===== config.mk =====
export PLATFORM = sky130hd
export DESIGN_NAME = wdg_regif
export DESIGN_NICKNAME = d
export VERILOG_FILES = /design/src/rtl/wdg_regif_pkg.sv /design/src/rtl/wdg_key_seq.sv /design/src/rtl/wdg_mode_regs.sv /design/src/rtl/wdg_regif.sv
export SDC_FILE = /design/constraint.sdc
export NUM_CORES = 1
export LEC_CHECK = 0
export ABC_AREA = 1
export BUFFER_PORTS_ARGS = -buffer_cell sky130_fd_sc_hd__buf_2
export CORE_MARGIN = 10
export CORE_UTILIZATION = 48
export DETAILED_ROUTE_END_ITERATION = 6
export GPL_TIMING_DRIVEN = 1
export PLACE_DENSITY = 0.84
export SLEW_MARGIN = 20
export SYNTH_ARGS = -nofsm -noshare
export SYNTH_HDL_FRONTEND = slang
export SYNTH_SLANG_ARGS = --single-unit

===== constraint.sdc =====
create_clock -name clk -period 1.5 [get_ports clk]
set_input_delay 0.15 -clock clk [delete_from_list [all_inputs] [get_ports clk]]
set_output_delay 0.15 -clock clk [all_outputs]
set_load 0.02 [all_outputs]

===== src/rtl/wdg_regif_pkg.sv =====
package wdg_regif_pkg;

    typedef enum logic [1:0] {
        SZ_BYTE = 2'd0,
        SZ_HALF = 2'd1,
        SZ_WORD = 2'd2,
        SZ_NONE = 2'd3
    } acc_size_e;

    typedef enum logic [1:0] {
        KEY_IDLE  = 2'd0,
        KEY_ARMED = 2'd1,
        KEY_OPEN  = 2'd2
    } key_state_e;

    typedef struct packed {
        logic       reboot_en;
        logic       fast_scale;
        logic [1:0] irq_type;
        logic       locked;
        logic       enable;
        logic       free_run;
    } mode_t;

    localparam mode_t MODE_RESET = '{
        reboot_en:  1'b1,
        fast_scale: 1'b0,
        irq_type:   2'd0,
        locked:     1'b0,
        enable:     1'b0,
        free_run:   1'b0
    };

endpackage


===== src/rtl/wdg_key_seq.sv =====
module wdg_key_seq
    import wdg_regif_pkg::*;
#(
    parameter int ADDR_W  = 4,
    parameter int DATA_W  = 32,
    parameter int KEY_OFS = 12,
    parameter int KEY_A   = 8'h80,
    parameter int KEY_B   = 8'h86
) (
    input  logic              clk,
    input  logic              rst_n,
    input  logic              wr_fire,
    input  logic [ADDR_W-1:0] addr,
    input  acc_size_e         size,
    input  logic [DATA_W-1:0] wdata,
    output logic              grant
);

    localparam logic [ADDR_W-1:0] KEY_ADDR = ADDR_W'(KEY_OFS);
    localparam logic [DATA_W-1:0] KEY_A_W  = DATA_W'(KEY_A);
    localparam logic [DATA_W-1:0] KEY_B_W  = DATA_W'(KEY_B);

    key_state_e        st_d, st_q;
    logic [DATA_W-1:0] masked;
    logic              at_key;

    always_comb begin
        unique case (size)
            SZ_BYTE: masked = {{(DATA_W-8){1'b0}}, wdata[7:0]};
            SZ_HALF: masked = {{(DATA_W-16){1'b0}}, wdata[15:0]};
            default: masked = wdata;
        endcase
        at_key = (addr == KEY_ADDR);
        st_d   = st_q;
        grant  = 1'b0;
        if (wr_fire && size != SZ_NONE) begin
            if (at_key && masked == KEY_A_W) begin
                st_d = KEY_ARMED;
            end else if (at_key && masked == KEY_B_W && st_q == KEY_ARMED) begin
                st_d = KEY_OPEN;
            end else if (st_q == KEY_OPEN && size != SZ_BYTE) begin
                grant = 1'b1;
                st_d  = KEY_IDLE;
            end
        end
    end

    always_ff @(posedge clk or negedge rst_n) begin
        if (!rst_n) st_q <= KEY_IDLE;
        else        st_q <= st_d;
    end

endmodule


===== src/rtl/wdg_mode_regs.sv =====
module wdg_mode_regs
    import wdg_regif_pkg::*;
(
    input  logic       clk,
    input  logic       rst_n,
    input  logic       mode_wr,
    input  logic       lock_wr,
    input  logic [5:0] wbits,
    output mode_t      mode
);

    mode_t mode_d, mode_q;

    always_comb begin
        mode_d = mode_q;
        if (mode_wr) begin
            mode_d.reboot_en  = ~wbits[5];
            mode_d.fast_scale = wbits[2];
            mode_d.irq_type   = wbits[1:0];
        end
        if (lock_wr && !mode_q.locked) begin
            mode_d.locked   = wbits[0];
            mode_d.enable   = wbits[1];
            mode_d.free_run = wbits[2];
        end
    end

    always_ff @(posedge clk or negedge rst_n) begin
        if (!rst_n) mode_q <= MODE_RESET;
        else        mode_q <= mode_d;
    end

    assign mode = mode_q;

endmodule


===== src/rtl/wdg_regif.sv =====
module wdg_regif
    import wdg_regif_pkg::*;
#(
    parameter int ADDR_W = 4,
    parameter int DATA_W = 32,
    parameter int PRE_W  = 20
) (
    input  logic              clk,
    input  logic              rst_n,
    input  logic              bus_req,
    input  logic              bus_we,
    input  logic              bus_cfg,
    input  logic [ADDR_W-1:0] bus_addr,
    input  logic [1:0]        bus_size,
    input  logic [DATA_W-1:0] bus_wdata,
    output logic [DATA_W-1:0] bus_rdata,
    input  logic              core_prev_reboot,
    output logic              core_reboot_en,
    output logic              core_fast_scale,
    output logic [1:0]        core_irq_type,
    output logic              core_enable,
    output logic              core_free_run,
    output logic              core_locked,
    output logic [PRE_W-1:0]  core_t1_preload,
    output logic [PRE_W-1:0]  core_t2_preload,
    output logic              core_reload,
    output logic              core_flag_clr
);

    localparam logic [ADDR_W-1:0] OFS_T1   = ADDR_W'(0);
    localparam logic [ADDR_W-1:0] OFS_T2   = ADDR_W'(4);
    localparam logic [ADDR_W-1:0] OFS_KEY  = ADDR_W'(12);
    localparam logic [ADDR_W-1:0] OFS_MODE = ADDR_W'(0);
    localparam logic [ADDR_W-1:0] OFS_LOCK = ADDR_W'(4);
    localparam logic [DATA_W-1:0] FLAG_VAL = DATA_W'(16'h1200);

    typedef struct packed {
        logic [PRE_W-1:0]  t1;
        logic [PRE_W-1:0]  t2;
        logic              reload;
        logic              clr;
        logic [DATA_W-1:0] rdata;
    } regs_t;

    regs_t     r_d, r_q;
    acc_size_e size;
    logic      prot_wr, grant, mode_wr, lock_wr;
    mode_t     mode;

    assign size    = acc_size_e'(bus_size);
    assign prot_wr = bus_req && bus_we && !bus_cfg;
    assign mode_wr = bus_req && bus_we && bus_cfg && bus_addr == OFS_MODE && size == SZ_HALF;
    assign lock_wr = bus_req && bus_we && bus_cfg && bus_addr == OFS_LOCK && size == SZ_BYTE;

    wdg_key_seq #(
        .ADDR_W (ADDR_W),
        .DATA_W (DATA_W),
        .KEY_OFS(12)
    ) key_i (
        .clk    (clk),
        .rst_n  (rst_n),
        .wr_fire(prot_wr),
        .addr   (bus_addr),
        .size   (size),
        .wdata  (bus_wdata),
        .grant  (grant)
    );

    wdg_mode_regs mode_i (
        .clk    (clk),
        .rst_n  (rst_n),
        .mode_wr(mode_wr),
        .lock_wr(lock_wr),
        .wbits  (bus_wdata[5:0]),
        .mode   (mode)
    );

    always_comb begin
        r_d        = r_q;
        r_d.reload = 1'b0;
        r_d.clr    = 1'b0;
        r_d.rdata  = '0;
        if (grant && size == SZ_WORD && bus_addr == OFS_T1) r_d.t1 = bus_wdata[PRE_W-1:0];
        if (grant && size == SZ_WORD && bus_addr == OFS_T2) r_d.t2 = bus_wdata[PRE_W-1:0];
        if (grant && size == SZ_HALF && bus_addr == OFS_KEY) begin
            r_d.reload = bus_wdata[8];
            r_d.clr    = bus_wdata[9] | bus_wdata[12];
        end
        if (bus_req && !bus_we) begin
            if (bus_cfg) begin
                if (bus_addr == OFS_MODE && size == SZ_HALF) begin
                    r_d.rdata[5]   = ~mode.reboot_en;
                    r_d.rdata[2]   = mode.fast_scale;
                    r_d.rdata[1:0] = mode.irq_type;
                end else if (bus_addr == OFS_LOCK && size == SZ_BYTE) begin
                    r_d.rdata[0] = mode.locked;
                    r_d.rdata[1] = mode.enable;
                    r_d.rdata[2] = mode.free_run;
                end
            end else if (bus_addr == OFS_KEY && size == SZ_HALF && core_prev_reboot) begin
                r_d.rdata = FLAG_VAL;
            end
        end
    end

    always_ff @(posedge clk or negedge rst_n) begin
        if (!rst_n) begin
            r_q.t1     <= '1;
            r_q.t2     <= '1;
            r_q.reload <= 1'b0;
            r_q.clr    <= 1'b0;
            r_q.rdata  <= '0;
        end else begin
            r_q <= r_d;
        end
    end

    assign bus_rdata       = r_q.rdata;
    assign core_t1_preload = r_q.t1;
    assign core_t2_preload = r_q.t2;
    assign core_reload     = r_q.reload;
    assign core_flag_clr   = r_q.clr;
    assign core_reboot_en  = mode.reboot_en;
    assign core_fast_scale = mode.fast_scale;
    assign core_irq_type   = mode.irq_type;
    assign core_enable     = mode.enable;
    assign core_free_run   = mode.free_run;
    assign core_locked     = mode.locked;

endmodule


# [After elaboration in Yosys (flattened, before gate mapping)]
# Cells that the tools add are included.
[word_totals] regBits=83 input_bits=44 out_inout_bits=81
[classes] eq_ne=9 muxes=18 bitwise_logic=3 reduce_logical=31
[op_table] op="equality test 32 x 8 -> 1 bit, second input constant" n=2
[op_table] op="one-hot mux 32 bit (2 select lines)" n=1
[op_table] op="2-to-1 mux 32 bit" n=1
[op_table] op="2-to-1 mux 26 bit" n=1
[op_table] op="logical AND 1 bit" n=23
[op_table] op="2-to-1 mux 13 bit" n=1
[op_table] op="2-to-1 mux 2 bit" n=5
[op_table] op="2-to-1 mux 3 bit" n=3
[op_table] op="2-to-1 mux 1 bit" n=6
[op_table] op="equality test 2 x 1 -> 1 bit, second input constant" n=2
[op_table] op="equality test 2 bit, second input constant" n=2
[op_table] op="equality test 4 x 3 -> 1 bit, second input constant" n=1
[op_table] op="equality test 4 bit, second input constant" n=1
[op_table] op="zero test 4 bit" n=1
[op_table] op="zero test 1 bit" n=3
[op_table] op="nonzero test 3 bit" n=1
[op_table] op="zero test 2 bit" n=1
[op_table] op="!= test 2 bit, second input constant" n=1
[op_table] op="NOT 1 bit" n=2
[op_table] op="AND reduction 2 bit" n=1
[op_table] op="nonzero test 2 bit" n=1
[op_table] op="bitwise OR 1 bit" n=1

# [Depth between registers and ports, before layout]
# Gate-level depths: netlist (run 1).
[logic_depth] ltp_word=11 ltp_mapped=11 depth_no_buf=11

# [Hierarchy]
# Synthesis (run 1) repeated with hierarchy kept, for this count alone.
[hier_totals] hier_cells=368 hier_area_um2=2866.5
[by_module_without_submodules] module="wdg_regif" instances=1 cells_each=262 area_each_um2=2244.7 seq_area_each_um2=1226.2
[by_module_without_submodules] module="wdg_key_seq" instances=1 cells_each=77 area_each_um2=355.3 seq_area_each_um2=50.0
[by_module_without_submodules] module="wdg_mode_regs" instances=1 cells_each=29 area_each_um2=266.5 seq_area_each_um2=176.4

# [Worst setup path before layout (run 1)]
# No wires, ideal clock.
[synth_path] path_kind="register to register" from="register key_i.st_q[0]" to="register r_q (netlist bit core_t1_preload[0])" setup_time_ps=60 arrival_ps=1188 required_ps=1440 path_slack_ps=252 stages_incl_launch_ff=9 cell_sequence="dfrtp_1 nor2_1 nand2_1 clkinv_1 nand2_1 a21oi_2 buf_6 nand4_1 nand2_1"
[synth_between] elab_chain_len=8
[synth_lines] element="start, declared" line="wdg_key_seq.sv:23" rtl="key_state_e st_d, st_q;"
[synth_lines] element="start signal, assigned" line="wdg_key_seq.sv:50" rtl="else st_q <= st_d;"
[synth_lines] element="equality test 2 bit" line="wdg_key_seq.sv:41" rtl="end else if (st_q == KEY_OPEN && size != SZ_BYTE) begin"
[synth_lines] element="logical AND 1 bit" line="wdg_key_seq.sv:41"
[synth_lines] element="2-to-1 mux 1 bit" line="wdg_key_seq.sv:41"
[synth_lines] element="2-to-1 mux 1 bit *" line="wdg_key_seq.sv:39" rtl="end else if (at_key && masked == KEY_B_W && st_q == KEY_ARMED) begin"
[synth_lines] element="2-to-1 mux 1 bit *" line="wdg_key_seq.sv:37" rtl="if (at_key && masked == KEY_A_W) begin"
[synth_lines] element="2-to-1 mux 1 bit *" line="wdg_key_seq.sv:36" rtl="if (wr_fire && size != SZ_NONE) begin"
[synth_lines] element="logical AND 1 bit * (2 in series)" line="wdg_regif.sv:83" rtl="if (grant && size == SZ_WORD && bus_addr == OFS_T1) r_d.t1 = bus_wdata[PRE_W-1:0];"
[synth_lines] element="end signal, assigned" line="wdg_regif.sv:114" rtl="r_q <= r_d;"
[synth_lines] element="end, declared" line="wdg_regif.sv:45" rtl="regs_t r_d, r_q;"
# Every way passes the cells marked *; elsewhere a longest branch is shown, timed or not.
# A chain may end at the register's enable or synchronous reset.

# [Worst setup path in the final report (run 1)]
[layout_path] from="register key_i.st_q[0]" to="register r_q (netlist bit core_t2_preload[6])"
[layout_between] elab_chain_len=8
[layout_lines] element="equality test 2 bit" line="wdg_key_seq.sv:41"
[layout_lines] element="logical AND 1 bit" line="wdg_key_seq.sv:41"
[layout_lines] element="2-to-1 mux 1 bit" line="wdg_key_seq.sv:41"
[layout_lines] element="2-to-1 mux 1 bit *" line="wdg_key_seq.sv:39"
[layout_lines] element="2-to-1 mux 1 bit *" line="wdg_key_seq.sv:37"
[layout_lines] element="2-to-1 mux 1 bit *" line="wdg_key_seq.sv:36"
[layout_lines] element="logical AND 1 bit * (2 in series)" line="wdg_regif.sv:84" rtl="if (grant && size == SZ_WORD && bus_addr == OFS_T2) r_d.t2 = bus_wdata[PRE_W-1:0];"
# Marks and branches as above.

==> results of run 1 <==
-- state kept, by name (all words and copies together) (netlist names) --
register,cells
bus_rdata,5
core_flag_clr,1
mode_i.mode,7
key_i.st_q,2
core_t2_preload,20
core_t1_preload,20
core_reload,1
-- cell usage in the layout, fill, tap and decap left out, drive strengths merged --
cell and n:
nand3 7, inv 22, nand4 43, a211oi 1
dfrtp 15, and2 1, a21oi 4, dlygate4sd3 1
dfstp 41, buf 113, nor3 3, nand2 119
conb 26, nor2 37, nor4 2, clkbuf 6
o21ai 10, clkinv 3
-- cells in the mapped netlist (all sizes together) --
library cell	number
buf	35
dfrtp	15
inv	22
nor4	2
dfstp	41
nand3	7
o21ai	10
nand4	43
a211oi	1
nand2	119
clkinv	1
nor3	3
conb	1
clkbuf	8
and2	1
a21oi	4
nor2	37
-- power breakdown --
group          switching, uW  total (uW)  internal, uW
Combinational            216         300          83.7
Sequential              4.20        1530          1520
Clock                    482         853           370
-- worst max-delay path, delay by kind of cell, from the launching register on --
family	cells	cell delay, ps
buffers and inverters	2	250
AOI/OAI and AO/OA	1	260
and+or+nand+nor	5	450
DFF	1	410
-- cells by family after synthesis --
kind of cell	count (synthesis)
other	1
AO/OA/AOI/OAI	15
AND/OR/NAND/NOR	212
flip-flops	56
buffers and inverters	66
-- per-stage QoR --
| stage | total power (uW) | util (%) | std cells |
|---|---|---|---|
| global route | 2787 | 60.12 | 529 |
| global placement | 1838 | 58.36 | 520 |
| finish | 2678 | 60.12 | 529 |
| CTS | 2701 | 60.12 | 529 |
| floorplan | 1735 | - | 375 |
| detailed placement | 1844 | 58.36 | 520 |
-- timing repair --
action / in CTS / in global routing
hold buffers: 1 / 0
setup endpoints to repair: 0 / 0
endpoints found under the hold margin: 15 / 0
-- path summary, 6_finish.rpt --
kind                            slack [ps]           startpoint             endpoint  depth (start not counted)
worst max-delay path                    80        key_i.st_q[0]   core_t2_preload[6]                          8
worst min-delay path                    70        bus_wdata[14]  core_t1_preload[14]                          3
worst max register to register          80        key_i.st_q[0]   core_t2_preload[6]                          8
worst min register to register         470  core_t2_preload[13]  core_t2_preload[13]                          2
max in group asynchronous              830                rst_n   core_t1_preload[2]                          3
min in group asynchronous              380                rst_n        core_flag_clr                          3
-- cell type report --
class / instances / area [um^2] / share of cell area [%]
Clock buffer: 6 / 82.58 / 2.348
Clock inverter: 2 / 10.01 / 0.2846
Inverter: 23 / 86.33 / 2.455
Multi-Input combinational cell: 253 / 1129 / 32.09
Sequential cell: 56 / 1453 / 41.30
Tap cell: 75 / 93.84 / 2.668
Timing Repair Buffer: 114 / 663.1 / 18.85
-- metal layers --
metal / vias to the layer above / global-route usage [%] / part of all wire [%]
met2: 103 / 27.88 / 50
met1: 1245 / 20.15 / 42
li1: 1286 / - / -
met5: - / 0 / 0
met4: 0 / 4.139 / 0.56
met3: 4 / 4.267 / 7.0
==> impl_metrics.toml, run 1 <==
[status]
status = "complete, no violations"

[clock_network]
cts_resized = 0
clk_path_buf_depth = 2
clock_latency_ps = 300
h-tree-depth = 2
cts_tree = "built"
cts_root_buffer = "clkbuf_8"
clk_transition_reported_paths_ps = 100
clkSinkCount = 56
cts_setup_buffers = 0
cts_buffers = 5

[setup_path]
crit_arrival_ps = 1670
crit_chain = "nor2_1 > nand2_1 > clkinv_1 > nand2_1 > a21oi_2 > buf_12 > nand4_1 > nand2_1"
cp-end-kind = "register"
critPathLaunchType = "register"
critPathMaxStageDelay_ps = 410
cp_common_cell = "nand2_1"
cp_max_fo = 22
critical-path-slowest-cell = "dfrtp_1"
crit_type = "reg -> reg"
cp.required_ps = 1750

[synthesis]
synth_cell_type_count = 24
netlist.area_leader.share_pct = 37.61
synth-xor-area-share_pct = 0
ys_warn_count = 0
syn_area_um2 = 2864
synth_top_family_by_area = "simple AND/OR/NAND/NOR gates"
yosysTopAreaCell = "dfstp_2"
seq_area_frac_synth_pct = 50.72
ys_ff_latch = 56
synthMuxAreaShare_pct = 0
yosys.area_share.adder_pct = 0
synth-compound-area-share_pct = 3.014
synth_cells = 350
synth-simple-area-share_pct = 32.72
synth_area_per_cell_um2 = 8.183
synth_area_leaders = "dfstp_2 (38%), nand2_1 (16%), dfrtp_1 (13%)"

[routing]
routed_wl_um = 8220
drt_iter0_markers = 191
via_count = 2638
drt_pre_antenna_iters = 4
post_drt_wl_per_cell_um = 15.54
antenna_left = 0
vias_per_cell = 4.987
post-route-drc-count = 0

[timing]
fmax_mhz = 704.0
hold_viol = 0
fin_ws_ps = 79.46
finalSetupTns_ps = 0
period_needed_ps = 1421
drv_slew = 0
fin_crit_sh_pct = 94.70
rsz0062_at_grt = "false"
holdWs_ps = 72.97
setup_violations = 0
clock_skew_ps = 5.389

[job]
maxCapViolations = 0

[die]
die_w_um = 97.25
fp.dieH_um = 97.25
core_area_um2 = 5851
die-area_um2 = 9457
initial_utilization_pct = 48.95
std_cell_rows = 28
io_pins = 125

[place]
pre_cts_ws_ps = 47.91
hpwl_um = 6270
numPortBuffers = 98
place.gp.congestion = 0.9103
postPlaceCellArea_um2 = 3415

[cells_and_area]
final_area_um2 = 3517
fillCellCount = 542
areaGrowthSynthToFinish_pct = 22.80
drive_gt1_share_pct = 37.44
diodes = 0
nets = 497

[power]
vdd_ir_drop_max_mv = 0.3455
leakage_uw = 0.001934
powerDensity_nw_per_um2 = 761.4

[global_route]
grtUsageTotal_pct = 16.41
gr-total-overflow = 0
grt_pass1_vias = 2648
grt_pass1_wl_um = 13120
antenna_found_initial = 0
grt_max_degree = 57

[min_path]
hold_path_class = "in -> reg"
No activity file was read; power rests on OpenSTA's default activity.
==> run 2: changes to the inputs <==
--- a/config.mk
+++ b/config.mk
@@ -5,13 +5,12 @@
 export SDC_FILE = /design/constraint.sdc
 export NUM_CORES = 1
 export LEC_CHECK = 0
-export ABC_AREA = 1
 export BUFFER_PORTS_ARGS = -buffer_cell sky130_fd_sc_hd__buf_2
 export CORE_MARGIN = 10
-export CORE_UTILIZATION = 48
+export CORE_UTILIZATION = 46
 export DETAILED_ROUTE_END_ITERATION = 6
 export GPL_TIMING_DRIVEN = 1
-export PLACE_DENSITY = 0.84
+export PLACE_DENSITY = 0.83
 export SLEW_MARGIN = 20
 export SYNTH_ARGS = -nofsm -noshare
 export SYNTH_HDL_FRONTEND = slang
==> impl_metrics.toml, run 2 <==
[status]
status = "finished, violations left"
violations = "setup timing"

[routing]
vias_per_cell = 4.889
post_drt_wl_per_cell_um = 18.32
drt_iter0_markers = 143
antenna_left = 0
via_count = 1936
routed_wl_um = 7253
drt_pre_antenna_iters = 4
post-route-drc-count = 0

[timing]
clock_skew_ps = 9.387
finalSetupTns_ps = -1642
period_needed_ps = 1623
hold_viol = 0
drv_slew = 0
setup_violations = 21
fin_crit_sh_pct = 108.2
fin_ws_ps = -122.9
rsz0062_at_grt = "true"
fmax_mhz = 616.2

[clock_network]
clkSinkCount = 56
clk_path_buf_depth = 2
cts_buffers = 5
cts_hold_buf = 0
cts_tree = "built"
clock_latency_ps = 300
cts_setup_buffers = 0
clk_transition_reported_paths_ps = 90
cts_root_buffer = "clkbuf_8"
h-tree-depth = 2

[power]
power_frac_clock_pct = 29.7
pwr-share-seq_pct = 59.0
leakage_uw = 0.001789
p_int_uw = 1952
p_switching_uw = 649.6
p_comb_share_pct = 11.2
vdd_ir_drop_max_mv = 0.4751
powerDensity_nw_per_um2 = 760.4
sw_frac_of_total_pct = 24.97

[job]
maxCapViolations = 0

[die]
initial_utilization_pct = 47.07
core_area_um2 = 5439
die-area_um2 = 8949
io_pins = 125
fp.dieH_um = 94.60
die_w_um = 94.60
std_cell_rows = 27

[synthesis]
ys_warn_count = 0
synth_edf_count = 0
ys_ff_latch = 56
synth_area_leaders = "dfstp_2 (42%), mux2_2 (20%), dfrtp_1 (15%)"
synth_commonest_cells = "mux2_2 (45), dfstp_2 (41), buf_4 (27), dfrtp_1 (15), nor2_1 (9)"
synth_area_per_cell_um2 = 13.33
synth_cell_type_count = 34
syn_area_um2 = 2560
synthArstFlopShare_pct = 100.0
netlist.area_leader.share_pct = 42.08
ys.flop_type = "dfstp_2"
yosysTopAreaCell = "dfstp_2"
synth_cells = 192
synth_most_common_cell = "mux2_2"
seq_area_frac_synth_pct = 56.74

[setup_path]
cp_max_fo = 3
cp-end-kind = "register"
critPathLaunchType = "register"
startpoint = "key_i.st_q[0]"
crit_arrival_ps = 1820
crit_type = "reg -> reg"
r2r_start = "key_i.st_q[0]"
cp.required_ps = 1690

[cells_and_area]
layout_common_cells = "buf_2 (98), mux2_2 (45), dfstp_2 (41), buf_4 (29), conb_1 (26)"
final_common_cell = "buf_2"
areaGrowthSynthToFinish_pct = 33.63
diodes = 0
final_area_um2 = 3421
nets = 368
drive_gt1_share_pct = 71.60

[global_route]
grt_pass1_wl_um = 10730
antenna_found_initial = 0
gr-total-overflow = 0
grtUsageTotal_pct = 15.26
grt_pass1_vias = 2137
grt_max_degree = 39

[place]
pre_cts_ws_ps = -207.7
numPortBuffers = 98
place.gp.congestion = 0.7859
hpwl_um = 5658
postPlaceCellArea_um2 = 3292

[min_path]
hold_path_class = "in -> async"
==> run 2: area by class of cell <==
type | instances | area, um^2
flip-flops and latches | 56 | 1453
clock buffers | 6 | 72.57
repair buffers | 131 | 793.3
inverters | 4 | 15.01
well taps | 72 | 90.09
fillers | 440 | 2018
clock inverters | 1 | 5.005
multi-input cells | 126 | 992.2
==> run 2: metal layers <==
metal  up-vias  part of all wire, %  track usage, %
li1        894                    -               -
met1       943                   37           15.49
met2        85                   53           28.55
met3        14                  8.4           5.155
met4         0                  2.1           4.988
met5         -                    0               0
==> run 2: power groups by stage <==
stage	sequential [uW]	combinational, uW	clock, uW
after floorplan	1570	145	0
after global placement	1560	278	0
after detailed placement	1560	285	0
after CTS	1530	287	790
after global routing	1540	318	846
final	1540	292	774
==> run 2: worst paths after layout <==
path                            cells past startpoint  slack, ps                   to
max in group asynchronous                           2       1130   core_t1_preload[8]
worst min register to register                      2        480       mode_i.mode[6]
min in group clk                                    3        100          core_reload
worst min-delay path                                1         60  core_t1_preload[19]
worst max register to register                      5       -120        key_i.st_q[0]
worst max-delay path                                5       -120        key_i.st_q[0]
==> run 2: critical path, cell delays in order (launching register included) <==
cell and delay [ps]:
dfrtp_1 360, buf_4 130, and4b_1 200, nand4_1 120, or4_4 450, a22o_1 260
==> run 2: timing repair <==
item | 4_1_cts | 5_1_grt
hold endpoints to repair | 0 | 0
gates cloned | 0 | 1
endpoints found under the setup margin | 41 | 40
gates resized for setup | 2 | 3
pin swaps | 3 | 1
==> run 2: per-stage QoR <==
| step | std cells | power [uW] | utilization (%) | hold WS (ps) |
|---|---|---|---|---|
| after floorplan | 217 | 1716 | - | -145.6 |
| after global placement | 388 | 1836 | 60.52 | 406.7 |
| after detailed placement | 388 | 1844 | 60.52 | 418.5 |
| after CTS | 395 | 2611 | 62.13 | 89.10 |
| after global routing | 396 | 2701 | 62.89 | 100.8 |
| final | 396 | 2601 | 62.89 | 63.00 |
==> run 2: logic make-up after synthesis <==
kind of cell    share of synthesized area, %
other cells                           0.1465
simple gates                           11.14
compound gates                         2.591
flops                                  56.74
buf+inv                                9.188
mux                                    20.19
